### src/rtl/mcell_pkg.sv
package mcell_pkg;
  localparam int MC_NBLK   = 4;
  localparam int MC_NSRC   = MC_NBLK + 4;
  localparam int MC_CSEL_W = $clog2(MC_NSRC);
  localparam int MC_ESEL_W = 2;
  localparam int MC_SYNC_N = 2;

  typedef struct packed {
    logic                 loc_en;
    logic                 swap;
    logic                 blk_en;
    logic [MC_ESEL_W-1:0] ce_sel;
    logic [MC_CSEL_W-1:0] clk_sel;
  } mc_cfg_t;

  localparam int MC_CFG_W = $bits(mc_cfg_t);

  typedef enum logic [MC_ESEL_W-1:0] {
    CE_TERM = 2'd0,
    CE_TERM_N = 2'd1,
    CE_SHARED = 2'd2,
    CE_HIGH = 2'd3
  } ce_sel_e;

  localparam logic [MC_CSEL_W-1:0] CSEL_GND = MC_CSEL_W'(MC_NSRC - 1);
endpackage

### src/rtl/mcell_rst_sync.sv
module mcell_rst_sync #(
  parameter int STAGES = mcell_pkg::MC_SYNC_N
) (
  input  logic clk_i,
  input  logic por_n_i,
  output logic run_n_o
);
  logic [STAGES-1:0] sh_q;
  logic [STAGES-1:0] sh_d;

  always_comb begin
    sh_d = {sh_q[STAGES-2:0], 1'b1};
  end

  always_ff @(posedge clk_i or negedge por_n_i) begin
    if (!por_n_i) sh_q <= '0;
    else          sh_q <= sh_d;
  end

  assign run_n_o = sh_q[STAGES-1];
endmodule

### src/rtl/mcell_cfg_hold.sv
module mcell_cfg_hold
  import mcell_pkg::*;
(
  input  logic    clk_i,
  input  logic    por_n_i,
  input  logic    run_n_i,
  input  mc_cfg_t cfg_i,
  output mc_cfg_t cfg_q_o,
  output mc_cfg_t cfg_act_o,
  output logic    pwrup_o
);
  mc_cfg_t cfg_q;
  mc_cfg_t cfg_d;
  logic    load_en;

  always_comb begin
    load_en = !run_n_i;
    cfg_d   = load_en ? cfg_i : cfg_q;
  end

  always_ff @(posedge clk_i or negedge por_n_i) begin
    if (!por_n_i) cfg_q <= '0;
    else          cfg_q <= cfg_d;
  end

  always_comb begin
    cfg_act_o = run_n_i ? cfg_q : cfg_i;
    pwrup_o   = cfg_act_o.blk_en & cfg_act_o.swap;
  end

  assign cfg_q_o = cfg_q;
endmodule

### src/rtl/mcell_src_sel.sv
module mcell_src_sel
  import mcell_pkg::*;
#(
  parameter int NBLK = MC_NBLK
) (
  input  logic                 clk_i,
  input  logic                 por_n_i,
  input  logic [MC_CSEL_W-1:0] clk_sel_i,
  input  logic [MC_ESEL_W-1:0] ce_sel_i,
  input  logic [NBLK-1:0]      blk_clk_i,
  input  logic                 pt_clk_i,
  input  logic                 shr_clk_i,
  input  logic                 pt_ice_i,
  output logic                 cap_o
);
  localparam int NSRC = NBLK + 4;

  logic [NSRC-1:0] src_vec;
  logic            sel_clk;
  logic            sel_ce;
  logic            prev_q;
  logic            prev_d;

  genvar g;
  generate
    for (g = 0; g < NBLK; g++) begin : g_blk
      assign src_vec[g] = blk_clk_i[g];
    end
  endgenerate
  assign src_vec[NBLK]     = pt_clk_i;
  assign src_vec[NBLK + 1] = ~pt_clk_i;
  assign src_vec[NBLK + 2] = shr_clk_i;
  assign src_vec[NBLK + 3] = 1'b0;

  always_comb begin
    sel_clk = 1'b0;
    if (int'(clk_sel_i) < NSRC) sel_clk = src_vec[clk_sel_i];
  end

  always_comb begin
    unique case (ce_sel_e'(ce_sel_i))
      CE_TERM:   sel_ce = pt_ice_i;
      CE_TERM_N: sel_ce = ~pt_ice_i;
      CE_SHARED: sel_ce = shr_clk_i;
      default:   sel_ce = 1'b1;
    endcase
  end

  always_comb begin
    prev_d = sel_clk;
    cap_o  = sel_clk & ~prev_q & sel_ce;
  end

  always_ff @(posedge clk_i or negedge por_n_i) begin
    if (!por_n_i) prev_q <= 1'b1;
    else          prev_q <= prev_d;
  end
endmodule

### src/rtl/mcell_init_route.sv
module mcell_init_route (
  input  logic blk_en_i,
  input  logic swap_i,
  input  logic loc_en_i,
  input  logic blk_init_i,
  input  logic loc_set_i,
  input  logic loc_clr_i,
  output logic set_o,
  output logic clr_o
);
  logic blk_hit;
  logic loc_set;
  logic loc_clr;

  always_comb begin
    blk_hit = blk_en_i & blk_init_i;
    loc_set = loc_en_i & loc_set_i;
    loc_clr = loc_en_i & loc_clr_i;
    set_o   = loc_set | (blk_hit & swap_i);
    clr_o   = loc_clr | (blk_hit & ~swap_i);
  end
endmodule

### src/rtl/mcell_reg.sv
module mcell_reg
  import mcell_pkg::*;
(
  input  logic                clk_i,
  input  logic                por_n_i,
  input  logic [MC_CFG_W-1:0] cfg_i,
  input  logic [MC_NBLK-1:0]  blk_clk_i,
  input  logic                pt_clk_i,
  input  logic                shr_clk_i,
  input  logic                pt_ice_i,
  input  logic                blk_init_i,
  input  logic                loc_set_i,
  input  logic                loc_clr_i,
  input  logic                d_i,
  output logic                q_o
);
  logic    run_n;
  mc_cfg_t cfg_q;
  mc_cfg_t cfg_act;
  logic    pwrup;
  logic    cap_ok;
  logic    eff_set;
  logic    eff_clr;
  logic    q_reg;
  logic    q_nxt;
  logic    q_now;

  mcell_rst_sync #(.STAGES(MC_SYNC_N)) u_sync (
    .clk_i   (clk_i),
    .por_n_i (por_n_i),
    .run_n_o (run_n)
  );

  mcell_cfg_hold u_cfg (
    .clk_i     (clk_i),
    .por_n_i   (por_n_i),
    .run_n_i   (run_n),
    .cfg_i     (mc_cfg_t'(cfg_i)),
    .cfg_q_o   (cfg_q),
    .cfg_act_o (cfg_act),
    .pwrup_o   (pwrup)
  );

  mcell_src_sel #(.NBLK(MC_NBLK)) u_src (
    .clk_i     (clk_i),
    .por_n_i   (por_n_i),
    .clk_sel_i (cfg_act.clk_sel),
    .ce_sel_i  (cfg_act.ce_sel),
    .blk_clk_i (blk_clk_i),
    .pt_clk_i  (pt_clk_i),
    .shr_clk_i (shr_clk_i),
    .pt_ice_i  (pt_ice_i),
    .cap_o     (cap_ok)
  );

  mcell_init_route u_route (
    .blk_en_i   (cfg_act.blk_en),
    .swap_i     (cfg_act.swap),
    .loc_en_i   (cfg_act.loc_en),
    .blk_init_i (blk_init_i),
    .loc_set_i  (loc_set_i),
    .loc_clr_i  (loc_clr_i),
    .set_o      (eff_set),
    .clr_o      (eff_clr)
  );

  always_comb begin
    if (!run_n)       q_now = pwrup;
    else if (eff_clr) q_now = 1'b0;
    else if (eff_set) q_now = 1'b1;
    else              q_now = q_reg;
  end

  always_comb begin
    q_nxt = q_now;
    if (run_n && !eff_clr && !eff_set && cap_ok) q_nxt = d_i;
  end

  always_ff @(posedge clk_i or negedge por_n_i) begin
    if (!por_n_i) q_reg <= 1'b0;
    else          q_reg <= q_nxt;
  end

  assign q_o = q_now;
endmodule

### config.mk
export PLATFORM = sky130hd
export DESIGN_NAME = mcell_reg
export DESIGN_NICKNAME = d
export VERILOG_FILES = /design/src/rtl/mcell_pkg.sv /design/src/rtl/mcell_rst_sync.sv /design/src/rtl/mcell_cfg_hold.sv /design/src/rtl/mcell_src_sel.sv /design/src/rtl/mcell_init_route.sv /design/src/rtl/mcell_reg.sv
export SDC_FILE = /design/constraint.sdc
export NUM_CORES = 1
export LEC_CHECK = 0
export BUFFER_PORTS_ARGS = -buffer_cell sky130_fd_sc_hd__buf_2
export CAP_MARGIN = 20
export CORE_AREA = 3 3 40 42
export DETAILED_ROUTE_END_ITERATION = 12
export DIE_AREA = 0 0 43 45
export HOLD_SLACK_MARGIN = 0.03
export PLACE_DENSITY_LB_ADDON = 0.12
export SLEW_MARGIN = 5
export SYNTH_ARGS = -nofsm -noshare
export SYNTH_HDL_FRONTEND = slang
export SYNTH_SLANG_ARGS = --single-unit
### constraint.sdc
create_clock -name clk_i -period 3.5 [get_ports clk_i]
set_clock_uncertainty 0.15 [all_clocks]
set_input_delay 0.875 -clock clk_i [delete_from_list [all_inputs] [get_ports clk_i]]
set_output_delay 0.875 -clock clk_i [all_outputs]
set_load 0.01 [all_outputs]
==> results of run 1 <==
-- layout make-up --
class / instances / area (sq um)
flip-flops and latches: 12 / 301.5
fillers: 117 / 505.5
clock buffers: 4 / 36.28
multi-input cells: 37 / 295.3
well taps: 15 / 18.77
inverters: 4 / 15.01
repair buffers: 22 / 112.6
-- worst max-delay path, cell delays in order --
cell and delay [ns]:
buf_2 0.09, mux2_2 0.26, a22oi_1 0.24, nor2b_1 0.18
o21ai_1 0.08, buf_2 0.15
-- per-layer routing --
layer	GRT usage	up-vias	wire length (um)
met3	0.03984	2	100
met2	0.2006	20	490
met1	0.1574	219	519
li1	-	242	-
met5	0	-	0
met4	0.09036	0	8
-- power by group through the flow --
stage	Combinational [mW]	Clock (mW)	Sequential (mW)
final	0.0627	0.112	0.162
after global routing	0.0698	0.123	0.164
after CTS	0.0635	0.116	0.162
after detailed placement	0.0631	0	0.165
after global placement	0.0622	0	0.165
after floorplan	0.0437	0	0.163
-- Yosys cell counts, drive strengths merged, types with 2 or more instances --
cell type	number
nor2	3
o22ai	2
mux2i	3
nand2	4
o21ai	4
mux2	5
buf	2
dfrtp	11
nor3	3
inv	4
-- placed cells by master (no fill, tap or decap), types with 2 or more instances in the layout --
master    netlist  routed
o22ai_1         2       2
clkbuf_4        0       3
buf_2           0      21
mux2_2          2       2
mux2i_4         2       2
nand2_1         4       4
mux2_1          3       3
o21ai_1         2       2
nor2_1          3       3
o21ai_0         2       2
dfrtp_1        11      11
inv_1           3       3
nor3_1          2       2
-- path summary, 6_finish.rpt --
kind / startpoint / end / slack, ns / depth (start not counted)
min in group asynchronous: por_n_i / u_cfg.cfg_q_o[6] / 0.31 / 1
max in group asynchronous: por_n_i / u_src.prev_q / 2.63 / 1
setup / recovery: cfg_i[7] / q_o / 0.60 / 6
setup reg to reg: u_sync.sh_q[1] / q_reg / 1.29 / 7
hold / removal: u_sync.sh_q[0] / u_sync.sh_q[1] / 0.21 / 0
hold reg to reg: u_sync.sh_q[0] / u_sync.sh_q[1] / 0.21 / 0
-- logic make-up (layout without fill, tap and decap cells) --
kind of cell,Yosys count,after routing,share of synthesized area
flops,12,12,0.4726
compound gates,11,11,0.1236
other cells,1,1,0.005877
simple gates,15,15,0.1314
xor+xnor,2,2,0.02746
mux,8,8,0.1745
buf+inv,6,30,0.06469
==> reports/summary.txt, run 1 <==
Status - finished, final reports clean
CTS Buf Count - 3
Remaining antenna violation count - 0
Top area cells in the synthesized netlist - dfrtp_1 (43%), mux2i_4 (7.1%), mux2_1 (5.3%)
Part of the power in registers - 0.482
Post-Layout Inst Area - 779.5 sq um
Hold buffers post-CTS - 0
Hold Slack - 0.2067 ns
Dpl cell area - 743.2 sq um
Drt pass-1 iters - 4
Worst path required time - 2.47 ns
Worst EP arrival - 1.88 ns
Post-synth net total - 76
Switching Share - 0.2592
Vias per cell - 5.138
Share of cells above drive strength 1 - 0.4430
Residual DRC - 0
P per Cell Area - 432.3 mW/mm^2
Routed length per instance - 11.89 um
Max-capacitance violation count - 0
Initial core utilization - 0.4966
Post-Place Cells - 90
Worst setup EP type - output pin
Clk network pwr share - 0.332
Pint - 0.2496 mW
Library cells used by synthesis - 30
WS Path Type - in2out
# IOs - 22
First-pass GRT wire length - 1.821 mm
Tightest Hold Check Type - reg2reg
Setup WS pre-CTS - 0.5939 ns
Sum Neg Setup Slack - 0 ns
Core Util, Final - 0.6066
Number of diodes - 0
Num rows - 13
CTS sink cnt - 12
DIE AREA - 0.001935 sq mm
Core Area - 0.001285 sq mm
DP HPWL - 858 um
Post-Syn Instances - 55
Routed vias - 483
Count of final max-slew check failures - 0
Average size of a mapped cell - 11.60 sq um
Final std cells w/o fill - 94
Largest net degree at the start of global routing - 13
Final Cycle Share - 0.8297
Post-synth top flop - dfrtp_1
CTS tree - done
Peak Freq - 0.3444 GHz
Fin nets - 101
Iteration-0 DRC Markers - 7
Antenna violations before repair - 0
Max reg flops - 8
Vias in the first global route - 444
Final Hold Fails - 0
# resized after CTS - 0
Clk root buf - clkbuf_4
Mapped cell area - 638.1 sq um
GR Util All Layers - 0.1305
CP max FO - 2
Switching Power - 0.08735 mW
Post-synth top area share - 0.4314
Cell accounting for the most synthesized area - dfrtp_1
Final count of negative-setup-slack endpoints - 0
Leakage - 0.3643 nW
Clock tree buffer depth - 2
Port Buf Inserts - 21
Total Power - 0.3370 mW
Seq/Total Area, Yosys - 0.4725
Total length of routed wires - 1.118 mm
RD Place Congestion - 0.7330
Worst-Skew Late Latency - 0.28 ns
Post-synth EDFFs - 0
Number of setup buffers added after CTS - 0
VDD IR-drop max - 0.2707 mV
Clock transition at path regs - 0.07 ns
RSZ-0062 raised after global routing - false
Chip height - 45 um
Startpoint types - input pin
Minimum clock period - 2.904 ns
Ys Warns - 0
Comb power frac - 0.186
H-tree Lvls - 1
Die W - 43 um
Layout area overhead - 22.16%
Aggregate global routing overflow - 0
Asr flop ratio synth - 1.000
FF+latch count, synth - 12
Worst setup margin - 0.5960 ns
No activity file was read; power rests on OpenSTA's default activity.
==> inputs of run 2 (changes only) <==
--- a/config.mk
+++ b/config.mk
@@ -7,9 +7,9 @@
 export LEC_CHECK = 0
 export BUFFER_PORTS_ARGS = -buffer_cell sky130_fd_sc_hd__buf_2
 export CAP_MARGIN = 20
-export CORE_AREA = 3 3 40 42
+export CORE_MARGIN = 3
+export CORE_UTILIZATION = 42
 export DETAILED_ROUTE_END_ITERATION = 12
-export DIE_AREA = 0 0 43 45
 export HOLD_SLACK_MARGIN = 0.03
 export PLACE_DENSITY_LB_ADDON = 0.12
 export SLEW_MARGIN = 5
==> constraint.sdc (replaced) <==
create_clock -name clk_i -period 2.46 [get_ports clk_i]
set_clock_uncertainty 0.15 [all_clocks]
set_input_delay 0.615 -clock clk_i [delete_from_list [all_inputs] [get_ports clk_i]]
set_output_delay 0.615 -clock clk_i [all_outputs]
set_load 0.01 [all_outputs]
==> run 2 against run 1 <==
Effect of this change: first-iteration DRC count up 14%; sequential share of layout area is 0.87 points lower; cell count grew 2.1%; design area rose by 2.7%; via count is 1.0% higher; wire length is 7.6% higher.
==> reports/summary.txt, run 2 (synthesized netlist as in run 1, its figures left out) <==
Share of cells above drive strength 1 - 0.4815 (+0.03844)
Minimum clock period - 2.391 ns
Worst EP arrival - 1.63 ns (-0.25 ns)
Peak Freq - 0.4182 GHz
H-tree Lvls - 1 (unchanged)
Slowest stage delay, CP - 0.41 ns (+0.15 ns)
P per Cell Area - 598.6 mW/mm^2 (+38%)
Num rows - 13 (unchanged)
CTS sink cnt - 12 (unchanged)
Worst-Skew Late Latency - 0.27 ns (about the same)
Most common cell after layout, fill and taps aside - buf_2
Vias in the first global route - 517 (+16%)
Final Cycle Share - 0.9721
CP max FO - 6 (+4)
Fill cell count - 125 (+6.8%)
Fin nets - 103 (+2.0%)
Max reg flops - 8 (unchanged)
WS Path Type - reg2out
Post-Layout Inst Area - 800.8 sq um (+2.7%)
Final count of negative-setup-slack endpoints - 0 (unchanged)
Dpl cell area - 750.7 sq um (+1.0%)
Tightest Hold Check Type - in2async
Die W - 44.98 um (+4.6%)
Count of final max-slew check failures - 0 (unchanged)
Routed length per instance - 12.53 um (+5.4%)
CTS tree - done
CP top delay family - flip-flops
Total length of routed wires - 1.203 mm (+7.6%)
Aggregate global routing overflow - 0 (unchanged)
Port Buf Inserts - 21 (unchanged)
Clk root buf - clkbuf_4
Final Hold Fails - 0 (unchanged)
GR Util All Layers - 0.1501 (+0.01957)
Commonest non-fill, non-tap cells in the layout - buf_2 (21), dfrtp_1 (10), nand2_1 (4)
Remaining antenna violation count - 0 (unchanged)
Reg-to-reg slack, setup - 0.26 ns (-1.03 ns)
Setup WS pre-CTS - 0.08334 ns (-0.5105 ns)
Clock transition at path regs - 0.08 ns (about the same)
DIE AREA - 0.002023 sq mm (+4.6%)
Leakage - 0.3732 nW (+2.5%)
Residual DRC - 0 (unchanged)
First-pass GRT wire length - 2.145 mm (+18%)
Hold Slack - 0.05010 ns (-0.1566 ns)
RD Place Congestion - 0.7527 (+2.7%)
Worst setup margin - 0.06870 ns (-0.5273 ns)
CP Cell Sequence - buf_4 > nand3b_1 > nand2_1 > a22oi_2 > nor2b_1 > o21ai_1 > buf_2
Slowest stage cell on the critical path - dfrtp_2
Worst Reg-to-Reg Cells - 8 (+1)
# IOs - 22 (unchanged)
CP Buf/Inv Count - 2 (unchanged)
Initial core utilization - 0.4670 (-0.02956)
Total Power - 0.4794 mW (+42%)
Worst r2r dst - q_reg
Layout area overhead - 25.49%
Status - finished, final reports clean
CTS Buf Count - 3 (unchanged)
Antenna violations before repair - 0 (unchanged)
Vias per cell - 5.083 (-1.1%)
Largest net degree at the start of global routing - 13 (unchanged)
Iteration-0 DRC Markers - 8 (+1)
VDD IR-drop max - 0.5510 mV (+100%)
RR Startpoint - u_sync.sh_q[1]
Core Area - 0.001366 sq mm (+6.3%)
Number of diodes - 0 (unchanged)
Startpoint types - register
Worst setup EP type - output pin
Drt pass-1 iters - 4 (unchanged)
Chip height - 44.98 um (about the same)
Routed vias - 488 (+1.0%)
Worst path required time - 1.69 ns (-0.78 ns)
Clock tree buffer depth - 2 (unchanged)
DP HPWL - 960.7 um (+12%)
Max-capacitance violation count - 0 (unchanged)
[run 2: timing repair]
item / in CTS / in global routing
resized for setup: 1 / 1
buffers inserted: 1 / 0
pin swaps: 0 / 0
hold buffers: 0 / 0
setup endpoints to repair: 1 / 1
[run 2: report_power, final]
group	leakage (nW)	total [mW]	internal (mW)	switching [mW]
logic	0.213	0.0960	0.0487	0.0473
clock network	0.0210	0.154	0.0900	0.0637
registers	0.139	0.230	0.220	0.0102
[run 2: worst register-to-register path: cells and delay by family, from the launching register on]
kind / cells / cell delay [ns]
AOI/OAI and AO/OA: 4 / 0.70
DFF: 1 / 0.41
muxes: 1 / 0.33
buffers and inverters: 3 / 0.48
[run 2: area by class of cell]
type,instances,area [sq um],area share
inverters,4,15.01,0.01875
multi-input cells,37,300.3,0.3750
well taps,15,18.77,0.02344
flip-flops and latches,12,302.8,0.3781
clock buffers,4,36.28,0.04531
repair buffers,24,127.6,0.1594
[run 2: worst max-delay path by stage]
stage | from | endpoint | cells after the start
global route | u_sync.sh_q[1] | q_o | 7
global placement | cfg_i[7] | q_o | 6
finish | u_sync.sh_q[1] | q_o | 7
floorplan | cfg_i[7] | q_o | 4
CTS | u_sync.sh_q[1] | q_o | 5
detailed placement | cfg_i[7] | q_o | 6
[run 2: layer usage]
layer / routed length (um) / global-route usage / up-vias / share of wire
met5: 0 / 0 / - / 0
met4: 0 / 0.03509 / 0 / 0
met3: 106 / 0.07171 / 0 / 0.088
met2: 570 / 0.2288 / 19 / 0.47
met1: 526 / 0.1924 / 224 / 0.44
li1: - / - / 245 / -
[run 2: metrics by stage]
stage	instances	utilization	setup TNS [ns]
6_report	96	0.5861	0
5_1_grt	96	0.5861	-0.007973
4_1_cts	96	0.5824	0
3_5_place_dp	91	0.5495	0
3_3_place_gp	91	0.5495	0
2_1_floorplan	55	-	0
